==> src/rtl/fsh_pkg.sv <==
package fsh_pkg;
  typedef enum logic {
    DIR_LEFT  = 1'b0,
    DIR_RIGHT = 1'b1
  } fsh_dir_e;

  function automatic int unsigned stage_cnt(input int unsigned width);
    return $clog2(width);
  endfunction
endpackage

==> src/rtl/fsh_cnt_norm.sv <==
module fsh_cnt_norm #(
  parameter int CNT_W = 8,
  parameter int SW    = 5
) (
  input  logic [CNT_W-1:0] cnt_i,
  output logic [SW-1:0]    amt_o,
  output logic             zero_o
);
  // The width is a power of two, so modulo W keeps the low SW bits.
  always_comb begin
    amt_o  = cnt_i[SW-1:0];
    zero_o = (cnt_i[SW-1:0] == '0);
  end
endmodule

==> src/rtl/fsh_funnel.sv <==
module fsh_funnel
  import fsh_pkg::*;
#(
  parameter int W  = 32,
  parameter int SW = 5
) (
  input  fsh_dir_e      dir_i,
  input  logic [SW-1:0] amt_i,
  input  logic [W-1:0]  dst_i,
  input  logic [W-1:0]  src_i,
  output logic [W-1:0]  res_o,
  output logic          cy_o
);
  localparam int VW = 2*W + 1;

  // Left layout:  [2W] guard bit, [2W-1:W] dst, [W-1:0] src.
  // Right layout: [2W:W+1] src, [W:1] dst, [0] guard bit.
  logic [VW-1:0] stage [SW+1];

  always_comb begin
    if (dir_i == DIR_RIGHT) stage[0] = {src_i, dst_i, 1'b0};
    else                    stage[0] = {1'b0, dst_i, src_i};
  end

  // Logarithmic shifter: one stage per count bit, each moving by a power of two.
  for (genvar k = 0; k < SW; k++) begin : g_stage
    localparam int STEP = 1 << k;
    always_comb begin
      if (!amt_i[k])                stage[k+1] = stage[k];
      else if (dir_i == DIR_RIGHT)  stage[k+1] = stage[k] >> STEP;
      else                          stage[k+1] = stage[k] << STEP;
    end
  end

  always_comb begin
    if (dir_i == DIR_RIGHT) begin
      res_o = stage[SW][W:1];
      cy_o  = stage[SW][0];
    end else begin
      res_o = stage[SW][2*W-1:W];
      cy_o  = stage[SW][2*W];
    end
  end
endmodule

==> src/rtl/fsh_top.sv <==
module fsh_top
  import fsh_pkg::*;
#(
  parameter int W     = 32,
  parameter int CNT_W = 8
) (
  input  logic             clk,
  input  logic             rst,
  input  logic             in_vld,
  input  logic             in_dir,
  input  logic [CNT_W-1:0] in_cnt,
  input  logic [W-1:0]     in_dst,
  input  logic [W-1:0]     in_src,
  output logic             out_vld,
  output logic [W-1:0]     out_res,
  output logic             out_cy
);
  localparam int SW = stage_cnt(W);

  logic [SW-1:0] amt;
  logic          amt_zero;
  logic [W-1:0]  sh_res;
  logic          sh_cy;
  fsh_dir_e      dir;

  assign dir = fsh_dir_e'(in_dir);

  fsh_cnt_norm #(.CNT_W(CNT_W), .SW(SW)) u_cnt (
    .cnt_i  (in_cnt),
    .amt_o  (amt),
    .zero_o (amt_zero)
  );

  fsh_funnel #(.W(W), .SW(SW)) u_funnel (
    .dir_i (dir),
    .amt_i (amt),
    .dst_i (in_dst),
    .src_i (in_src),
    .res_o (sh_res),
    .cy_o  (sh_cy)
  );

  always_ff @(posedge clk) begin
    if (rst) begin
      out_vld <= 1'b0;
      out_res <= '0;
      out_cy  <= 1'b0;
    end else begin
      out_vld <= in_vld;
      if (in_vld) begin
        out_res <= amt_zero ? in_dst : sh_res;
        if (!amt_zero) out_cy <= sh_cy;
      end
    end
  end

  p_one_cycle_r6: assert property (@(posedge clk) disable iff (rst)
    in_vld |=> out_vld);
  p_no_spurious_r6: assert property (@(posedge clk) disable iff (rst)
    !in_vld |=> !out_vld);
  p_hold_r7: assert property (@(posedge clk) disable iff (rst)
    !in_vld |=> ($stable(out_res) && $stable(out_cy)));
  p_zero_cnt_r4: assert property (@(posedge clk) disable iff (rst)
    (in_vld && in_cnt[SW-1:0] == '0) |=>
      (out_res == $past(in_dst) && out_cy == $past(out_cy)));
  p_left_one_r1: assert property (@(posedge clk) disable iff (rst)
    (in_vld && !in_dir && in_cnt[SW-1:0] == SW'(1)) |=>
      (out_res == $past({in_dst[W-2:0], in_src[W-1]}) && out_cy == $past(in_dst[W-1])));
  p_right_one_r2: assert property (@(posedge clk) disable iff (rst)
    (in_vld && in_dir && in_cnt[SW-1:0] == SW'(1)) |=>
      (out_res == $past({in_src[0], in_dst[W-1:1]}) && out_cy == $past(in_dst[0])));
endmodule

==> config.mk <==
export PLATFORM = sky130hd
export DESIGN_NAME = fsh_top
export DESIGN_NICKNAME = d
export VERILOG_FILES = /design/src/rtl/fsh_pkg.sv /design/src/rtl/fsh_cnt_norm.sv /design/src/rtl/fsh_funnel.sv /design/src/rtl/fsh_top.sv
export SDC_FILE = /design/constraint.sdc
export NUM_CORES = 1
export LEC_CHECK = 0
export BUFFER_PORTS_ARGS = -buffer_cell sky130_fd_sc_hd__buf_4
export CORE_UTILIZATION = 40
export DETAILED_ROUTE_END_ITERATION = 10
export SYNTH_ARGS = -nofsm -noshare
export SYNTH_HDL_FRONTEND = slang
export SYNTH_HIERARCHICAL = 1
export SYNTH_SLANG_ARGS = --single-unit
export TNS_END_PERCENT = 10
==> constraint.sdc <==
create_clock -name clk -period 3.25 [get_ports clk]
set_input_delay 0.65 -clock clk [delete_from_list [all_inputs] [get_ports clk]]
set_output_delay 0.65 -clock clk [all_outputs]
set_load 0.01 [all_outputs]
==> impl_summary.txt, run 1 <==
----------------------------------------------------
[Run status]
  Outcome ... finished clean

[Logic synthesis]
  Library cell with the highest instance count after synthesis ... mux4_2
  Top_reg_cell synth ... dfxtp_1
  Count of yosys warnings during synthesis ... 6
  Sequential cell area fraction in the yosys report ... 7.20%
  Average size of a mapped cell ... 9.25 sq um
  Cell count after synthesis ... 1022
  Combinational family with the most area after synthesis ... multiplexers
  Post-synthesis xor/xnor area fraction ... 0%
  Number of flops mapped to enable cells by yosys ... 0
  Distinct cell type count of the synthesized netlist ... 72
  Share of synthesized cell area in full adder, half adder and majority cells ... 0%
  Post-synthesis simple-gate area fraction ... 11.9%
  Number of nets produced by synthesis ... 1098
  Netlist area before placement ... 0.00945 sq mm
  Ranking of synthesized cells by area ... mux4_2 30%, mux2i_1 12%, dfxtp_1 7.2%, mux2_2 5.5%, nor2_1 4.5%
  Portion of netlist area occupied by mux cells ... 48.2%
  Synth Register Bits ... 34
  Top cell type by total area after synthesis ... mux4_2
  Fraction of registers with async set/reset ... 0%
  Synthesized-area fraction occupied by ao, oa, aoi and oai cells ... 24.2%
  Yosys top cell area share ... 30.3%
  Most used standard cells in the synthesized netlist ... 127 x mux4_2, 113 x nor2_1, 110 x mux2i_1

[Setup path]
  Crit-path max cell delay ... 0.67 ns
  Slowest stage cell on the critical path ... a222oi_1
  Length in cells of the worst reg-to-reg path ... 2
  Reg-to-reg critical path endpoint ... out_res[4]
  Top Family by Delay on Critical Path ... compound AO/OA/AOI/OAI gates
  Worst-case register-to-register setup slack ... 2.54 ns
  Startpoint type of the worst setup path ... input pin
  Crit path top cell by count ... mux2i_1
  Reg2Reg Launch Point ... out_res[4]
  Kind of end point of the critical path ... flop
  Maximum fanout along the worst path ... 23
  Class of the most critical setup path ... input pin to flop
  Req. time, crit path ... 3.45 ns
  Worst setup endpoint ... out_res[0]
  CP Launch Point ... in_cnt[1]
  Crit path buffers/inverters ... 2
  Levels on crit path ... 10
  Critical-path cell list ... buf_8, buf_4, mux2i_1, mux4_2, a222oi_1, a21o_1, o21ai_1, a32oi_1, mux2i_1, a211oi_1
  Worst endpoint data arrival time ... 3.40 ns

[Timing]
  Worst clock skew ... 0 ns
  RSZ-0062 raised after global routing ... yes
  # setup viols final ... 0
  Slew at the pin closest to its max-slew limit ... 0.780 ns
  Fin crit share ... 98.5%
  Final hold slack ... 0.484 ns
  Final hold violation count ... 0
  Post-route worst setup slack ... 0.0492 ns
  Final Slew Violations ... 0
  Worst relative slew slack ... 47.5%
  Time the final worst path needs with I/O delays and setup ... 3.20 ns
  Max Fclk ... 0.312 GHz

[Drt]
  Number of optimization iterations in the first detailed-route pass ... 5
  Via density per instance ... 6.89
  Drt wl/cell ... 31.4 um
  Drt initial violations ... 1345
  Final WL ... 50.6 mm
  DRC errors left ... 0
  Routed via count ... 11.1k
  Antenna Violating Nets Remaining ... 0

[Job]
  Max-capacitance violation count ... 0

[Die]
  Vertical die dimension ... 156 um
  Core region area ... 0.0229 sq mm
  Chip width ... 156 um
  Count of standard-cell rows ... 55
  Area of the die ... 0.0242 sq mm
  Num ports ... 110
  Starting density of the core ... 41.2%

[CTS]
  Number of instances resized during post-cts repair ... 2
  Clock Path Buffers ... 2
  Clock Sinks ... 34
  Worst-Skew Late Latency ... 0.28 ns
  Clock H-tree levels ... 2
  Post-CTS Hold Fix Bufs ... 0
  Number of setup buffers added after CTS ... 0
  Number of CTS-inserted buffers ... 5
  Root Driver ... clkbuf_16
  Clk slew on worst S/H paths ... 0.05 ns
  CTS tree ... done

[Layout]
  Layout cell share with drive strength beyond 1 ... 45.8%
  P&R area growth vs syn ... 31.7%
  Final nets ... 1376
  Filler Cell Count ... 2186
  Antenna fix cells ... 0
  Number of non-filler instances in the completed layout ... 1614

[Placed design]
  Detailed placer's ending HPWL ... 40.7 mm
  Gp weighted congestion ... 1.05
  Total of buffers placed on input and output ports ... 106
  Post-Place Setup Slack ... -0.336 ns
  Dpl cells ... 1606

[Power]
  Standby leakage power ... 0.00502 uW
  Maximum ir drop on the vdd rail ... 0.249 mV
  Power per Cell Area ... 282 mW/mm^2
  Post-layout total power ... 3510 uW

[Global route]
  Initial antenna violation count ... 0
  Wire length of the first global-routing pass ... 73.4 mm
  Pin count of the biggest net entering global routing ... 67
  Overall overflow remaining after global route ... 0
  Number of global-route vias before repair ... 10.6k
  Global-route usage over all layers ... 42.0%

[Hold path]
  Hold Path Class ... flop to flop

----------------------------------------------------
[cell type report]
| class | count | area (sq um) | share of cell area [%] |
|---|---|---|---|
| Timing Repair Buffer | 400 | 3150 | 25.3 |
| Inverter | 7 | 26.3 | 0.211 |
| Sequential cell | 34 | 681 | 5.47 |
| Clock inverter | 3 | 68.8 | 0.553 |
| Tap cell | 313 | 392 | 3.15 |
| Clock buffer | 5 | 125 | 1.01 |
| Multi-Input combinational cell | 852 | 8000 | 64.3 |
[sequential cells by signal, indices dropped and copies added (netlist names)]
| name | cells |
|---|---|
| out_res | 32 |
| out_cy | 1 |
| out_vld | 1 |
[through the flow]
stage | area [sq um] | setup TNS, ns | util [%]
after CTS | 12400 | 0 | 54.2
after floorplan | 9450 | 0 | -
after global routing | 12400 | -0.0555 | 54.3
after detailed placement | 12200 | -5.51 | 53.3
final | 12400 | 0 | 54.3
after global placement | 12200 | -5.22 | 53.3
[tightest hold or removal path: stages, from the launching register on]
cell	delay (ns)
dfxtp_1	0.31
nor2_1	0.08
a211oi_1	0.05
[kinds of logic (layout without fill, tap and decap cells)]
kind of cell           after synthesis  in the layout
AOI/OAI and AO/OA                  315            315
buffers and inverters              136            415
DFF                                 34             34
muxes                              286            286
and+or+nand+nor                    251            251
[routing by layer]
metal / routed length (um) / GRT usage, % / share of wire (%)
met3: 4760 / 6.61 / 9.4
met1: 20900 / 57.5 / 41
met5: 0 / 0 / 0
met4: 2650 / 19.8 / 5.2
met2: 22300 / 64.7 / 44
[worst min-delay path by stage]
| stage | endpoint | cells past startpoint | start |
|---|---|---|---|
| 6_report | out_res[31] | 2 | out_res[31] |
| 5_1_grt | out_res[0] | 2 | out_res[0] |
| 4_1_cts | out_res[7] | 2 | out_res[7] |
| 3_5_place_dp | out_res[26] | 2 | out_res[26] |
| 3_3_place_gp | out_res[7] | 2 | out_res[7] |
| 2_1_floorplan | out_res[0] | 2 | out_res[0] |
[report_power, final]
part           leakage, uW  internal, uW  switching [uW]
Sequential        0.000283           456            18.4
Combinational      0.00464          1110            1300
Clock            0.0000940           440             187
Total              0.00502          2010            1510
[cells in the final DEF, fill, tap and decap left out, types with 8 or more instances in the layout]
master | netlist | layout
o31ai_1 | 8 | 8
mux2_2 | 46 | 46
o211ai_1 | 18 | 18
a21oi_1 | 40 | 40
o32ai_1 | 10 | 9
nor2_1 | 113 | 112
nand2_1 | 59 | 59
a211oi_1 | 51 | 51
nor2b_1 | 11 | 11
nand2b_1 | 11 | 11
buf_12 | 4 | 10
a22oi_1 | 24 | 24
o21ai_0 | 37 | 36
mux2i_1 | 110 | 109
and2_1 | 10 | 10
nor3_1 | 12 | 12
nand3_1 | 10 | 10
o21ai_1 | 8 | 9
mux4_2 | 127 | 127
o22ai_1 | 21 | 21
dfxtp_1 | 34 | 34
buf_4 | 26 | 386
a31oi_1 | 8 | 8
(Power assumes the default switching activity.)
==> run 2, diff against run 1 <==
--- a/config.mk
+++ b/config.mk
@@ -5,6 +5,7 @@
 export SDC_FILE = /design/constraint.sdc
 export NUM_CORES = 1
 export LEC_CHECK = 0
+export ABC_AREA = 1
 export BUFFER_PORTS_ARGS = -buffer_cell sky130_fd_sc_hd__buf_4
 export CORE_UTILIZATION = 40
 export DETAILED_ROUTE_END_ITERATION = 10
==> run 2 against run 1 <==
Net effect:
- the run now ends with DRC left
- register-to-register slack improved by 0.06 ns
- maximum frequency increased by 12%
- wire length decreased by 31%
- combinational power decreased by 34%
- clock skew unchanged
- critical endpoint is now out_res[17]
==> impl_summary.txt, run 2 <==
----------------------------------------------------
[Global route]
  Number of global-route vias before repair ... 9564 (-10%)
  Wire length of the first global-routing pass ... 53.4 mm (-27%)
  Initial antenna violation count ... 0 (unchanged)
  Pin count of the biggest net entering global routing ... 68 (+1.5%)
  Global-route usage over all layers ... 35.3% (-6.6 points)
  Overall overflow remaining after global route ... 0 (unchanged)

[Timing]
  Final hold violation count ... 0 (unchanged)
  Time the final worst path needs with I/O delays and setup ... 2.86 ns (-0.341 ns)
  Fin crit share ... 88.0% (-10 points)
  Slew at the pin closest to its max-slew limit ... 0.568 ns (-0.213 ns)
  Total negative slack for setup checks ... 0 ns (unchanged)
  Final Slew Violations ... 0 (unchanged)
  # setup viols final ... 0 (unchanged)
  Max Fclk ... 0.350 GHz (+12%)
  RSZ-0062 raised after global routing ... no
  Worst clock skew ... 0 ns (unchanged)
  Worst relative slew slack ... 62.1% (+15 points)

[Power]
  Power Internal ... 1330 uW (-34%)
  Switch Pwr ... 1250 uW (-17%)
  Sw frac ... 48.5% (+5.7 points)
  Share of power burned in the clock network ... 20.3% (+2.4 points)
  Post-layout total power ... 2580 uW (-27%)
  Part of the total power dissipated in sequential elements ... 18.3% (+4.8 points)
  Standby leakage power ... 0.00430 uW (-14%)
  Maximum ir drop on the vdd rail ... 0.225 mV (-9.9%)
  Power per Cell Area ... 299 mW/mm^2 (+5.9%)
  Gate power share ... 61.4% (-7.2 points)

[Layout]
  Final nets ... 1686 (+23%)
  Util after Layout ... 47.2% (-7.1 points)
  Layout cell share with drive strength beyond 1 ... 9.99% (-36 points)
  Antenna fix cells ... 0 (unchanged)
  Register containing the most flip-flops in the final layout ... out_res
  Number of non-filler instances in the completed layout ... 1840 (+14%)
  Largest registers in the final layout ... out_res x32, out_cy x1, out_vld x1
  Commonest cells after routing, fill and taps aside ... 635 x nand2_1, 480 x nand3_1, 128 x buf_4
  P&R area growth vs syn ... 13.7%
  Most common library cell in the layout ignoring fill and taps ... nand2_1
  Largest register FFs ... 32 (unchanged)

[Logic synthesis]
  Most used standard cells in the synthesized netlist ... 635 x nand2_1, 480 x nand3_1, 129 x nor2_1
  Ranking of synthesized cells by area ... nand3_1 32%, nand2_1 31%, dfxtp_1 9.0%, nor2_1 6.4%, o21ai_0 3.1%
  Distinct cell type count of the synthesized netlist ... 27 (-63%)
  Top cell type by total area after synthesis ... nand3_1
  Synth Register Bits ... 34 (unchanged)
  Yosys top cell area share ... 31.7% (+1.4 points)
  Average size of a mapped cell ... 4.79 sq um (-48%)
  Netlist area before placement ... 0.00758 sq mm (-20%)
  Number of nets produced by synthesis ... 1660 (+51%)
  Count of yosys warnings during synthesis ... 6 (unchanged)
  Fraction of registers with async set/reset ... 0% (unchanged)
  Top_reg_cell synth ... dfxtp_1
  Sequential cell area fraction in the yosys report ... 8.98% (+1.8 points)
  Library cell with the highest instance count after synthesis ... nand2_1
  Cell count after synthesis ... 1584 (+55%)
  Number of flops mapped to enable cells by yosys ... 0 (unchanged)

[CTS]
  Clock H-tree levels ... 2 (unchanged)
  Number of instances resized during post-cts repair ... 0 (-2)
  Number of setup buffers added after CTS ... 0 (unchanged)
  CTS tree ... done
  Number of CTS-inserted buffers ... 5 (unchanged)
  Clock Path Buffers ... 2 (unchanged)
  Post-CTS Hold Fix Bufs ... 0 (unchanged)
  Clk slew on worst S/H paths ... 0.05 ns (about the same)
  Root Driver ... clkbuf_16
  Worst-Skew Late Latency ... 0.28 ns (about the same)
  Clock Sinks ... 34 (unchanged)

[Hold path]
  Hold Path Class ... flop to flop

[Die]
  Core region area ... 0.0183 sq mm (-20%)
  Count of standard-cell rows ... 49 (-11%)
  Starting density of the core ... 41.5% (+0.26 points)
  Area of the die ... 0.0195 sq mm (-20%)
  Num ports ... 110 (unchanged)
  Vertical die dimension ... 140 um (-10%)
  Chip width ... 140 um (-10%)

[Run status]
  Outcome ... finished, violations left
  Violated checks ... DRC

[Drt]
  DRC errors left ... 1 (+1)
  Drt initial violations ... 1642 (+22%)
  Final WL ... 35.1 mm (-31%)
  Routed via count ... 11.0k (-1.1%)
  Antenna Violating Nets Remaining ... 0 (unchanged)
  Via density per instance ... 5.98 (-13%)
  Number of optimization iterations in the first detailed-route pass ... 9 (+4)
  Drt wl/cell ... 19.1 um (-39%)

[Setup path]
  Worst endpoint data arrival time ... 3.03 ns (-0.37 ns)
  CP Launch Point ... in_dir
  Startpoint type of the worst setup path ... input pin
  Worst setup endpoint ... out_res[17]
  Kind of end point of the critical path ... flop
  Class of the most critical setup path ... input pin to flop
  Reg2Reg Launch Point ... out_res[3]
  Reg-to-reg critical path endpoint ... out_res[3]
  Length in cells of the worst reg-to-reg path ... 2 (unchanged)
  Req. time, crit path ... 3.42 ns (-0.03 ns)
  Worst-case register-to-register setup slack ... 2.60 ns (+0.06 ns)
  Maximum fanout along the worst path ... 46 (+100%)

[Placed design]
  Gp weighted congestion ... 1.01 (-3.5%)
  Detailed placer's ending HPWL ... 27.6 mm (-32%)
  Dpl cells ... 1832 (+14%)
  Total of buffers placed on input and output ports ... 106 (unchanged)

[Job]
  Max-capacitance violation count ... 0 (unchanged)

----------------------------------------------------
==> run 2: cell count changes after synthesis, moves of 22 or more <==
cell,delta
nand2_1,+576
nand3_1,+470
mux4_2,-127
mux2i_1,-110
inv_1,+54
a211oi_1,-51
mux2_2,-46
a21oi_1,-31
a22oi_1,-23
buf_2,+22
==> run 2: cell type report <==
cell class,instances,area (sq um)
multi-input cells,1360,5990
repair buffers,142,1240
fillers,2125,9650
clock inverters,1,30.0
clock buffers,7,133
flip-flops and latches,34,681
well taps,229,287
inverters,67,254
==> run 2: power groups by stage <==
stage | clock, uW | combinational [uW] | sequential, uW
finish | 524 | 1580 | 471
global route | 551 | 1720 | 473
CTS | 538 | 1540 | 470
detailed placement | 0 | 1530 | 479
global placement | 0 | 1530 | 478
floorplan | 0 | 975 | 495
==> run 2: cells by family after synthesis <==
logic type | share of synthesized area, %
AND/OR/NAND/NOR | 71.0
AO/OA/AOI/OAI | 7.84
buffers and inverters | 12.2
flip-flops | 8.98
==> run 2: per-layer routing <==
layer / track usage [%] / vias up / routed length, um
li1: - / 5280 / -
met1: 46.3 / 4908 / 14200
met2: 53.7 / 709 / 15000
met3: 6.57 / 107 / 3750
met4: 21.3 / 0 / 2210
met5: 0 / - / 0
==> run 2: how the worst min path moves through the flow <==
stage	end	depth (start not counted)	start	slack, ns
floorplan	out_cy	2	out_cy	0.52
global placement	out_cy	2	out_cy	0.47
detailed placement	out_cy	2	out_cy	0.49
CTS	out_cy	2	out_cy	0.51
global route	out_cy	2	out_cy	0.51
finish	out_cy	2	out_cy	0.49
==> run 2: stage by stage <==
step           hold slack, ns  setup WS (ns)  cell area (sq um)
6_report                0.490          0.390               8620
2_1_floorplan           0.518          0.851               7580
5_1_grt                 0.511          0.196               8620
3_5_place_dp            0.492          0.234               8460
4_1_cts                 0.505          0.520               8620
3_3_place_gp            0.473          0.215               8460
==> run 2: worst max-delay path: stages <==
cell and delay, ns:
buf_4 0.17, buf_12 0.20, nand2_1 0.14, nand3_1 0.13, nand3_1 0.12, nand3_1 0.25, nand2_1 0.13, nand3_1 0.21
nand2_1 0.11, nand2_1 0.05, o21ai_0 0.32, nand3_1 0.14, nand2_1 0.10, inv_1 0.04, inv_1 0.04, nor2_1 0.04
nor2_1 0.13, nor2_1 0.05
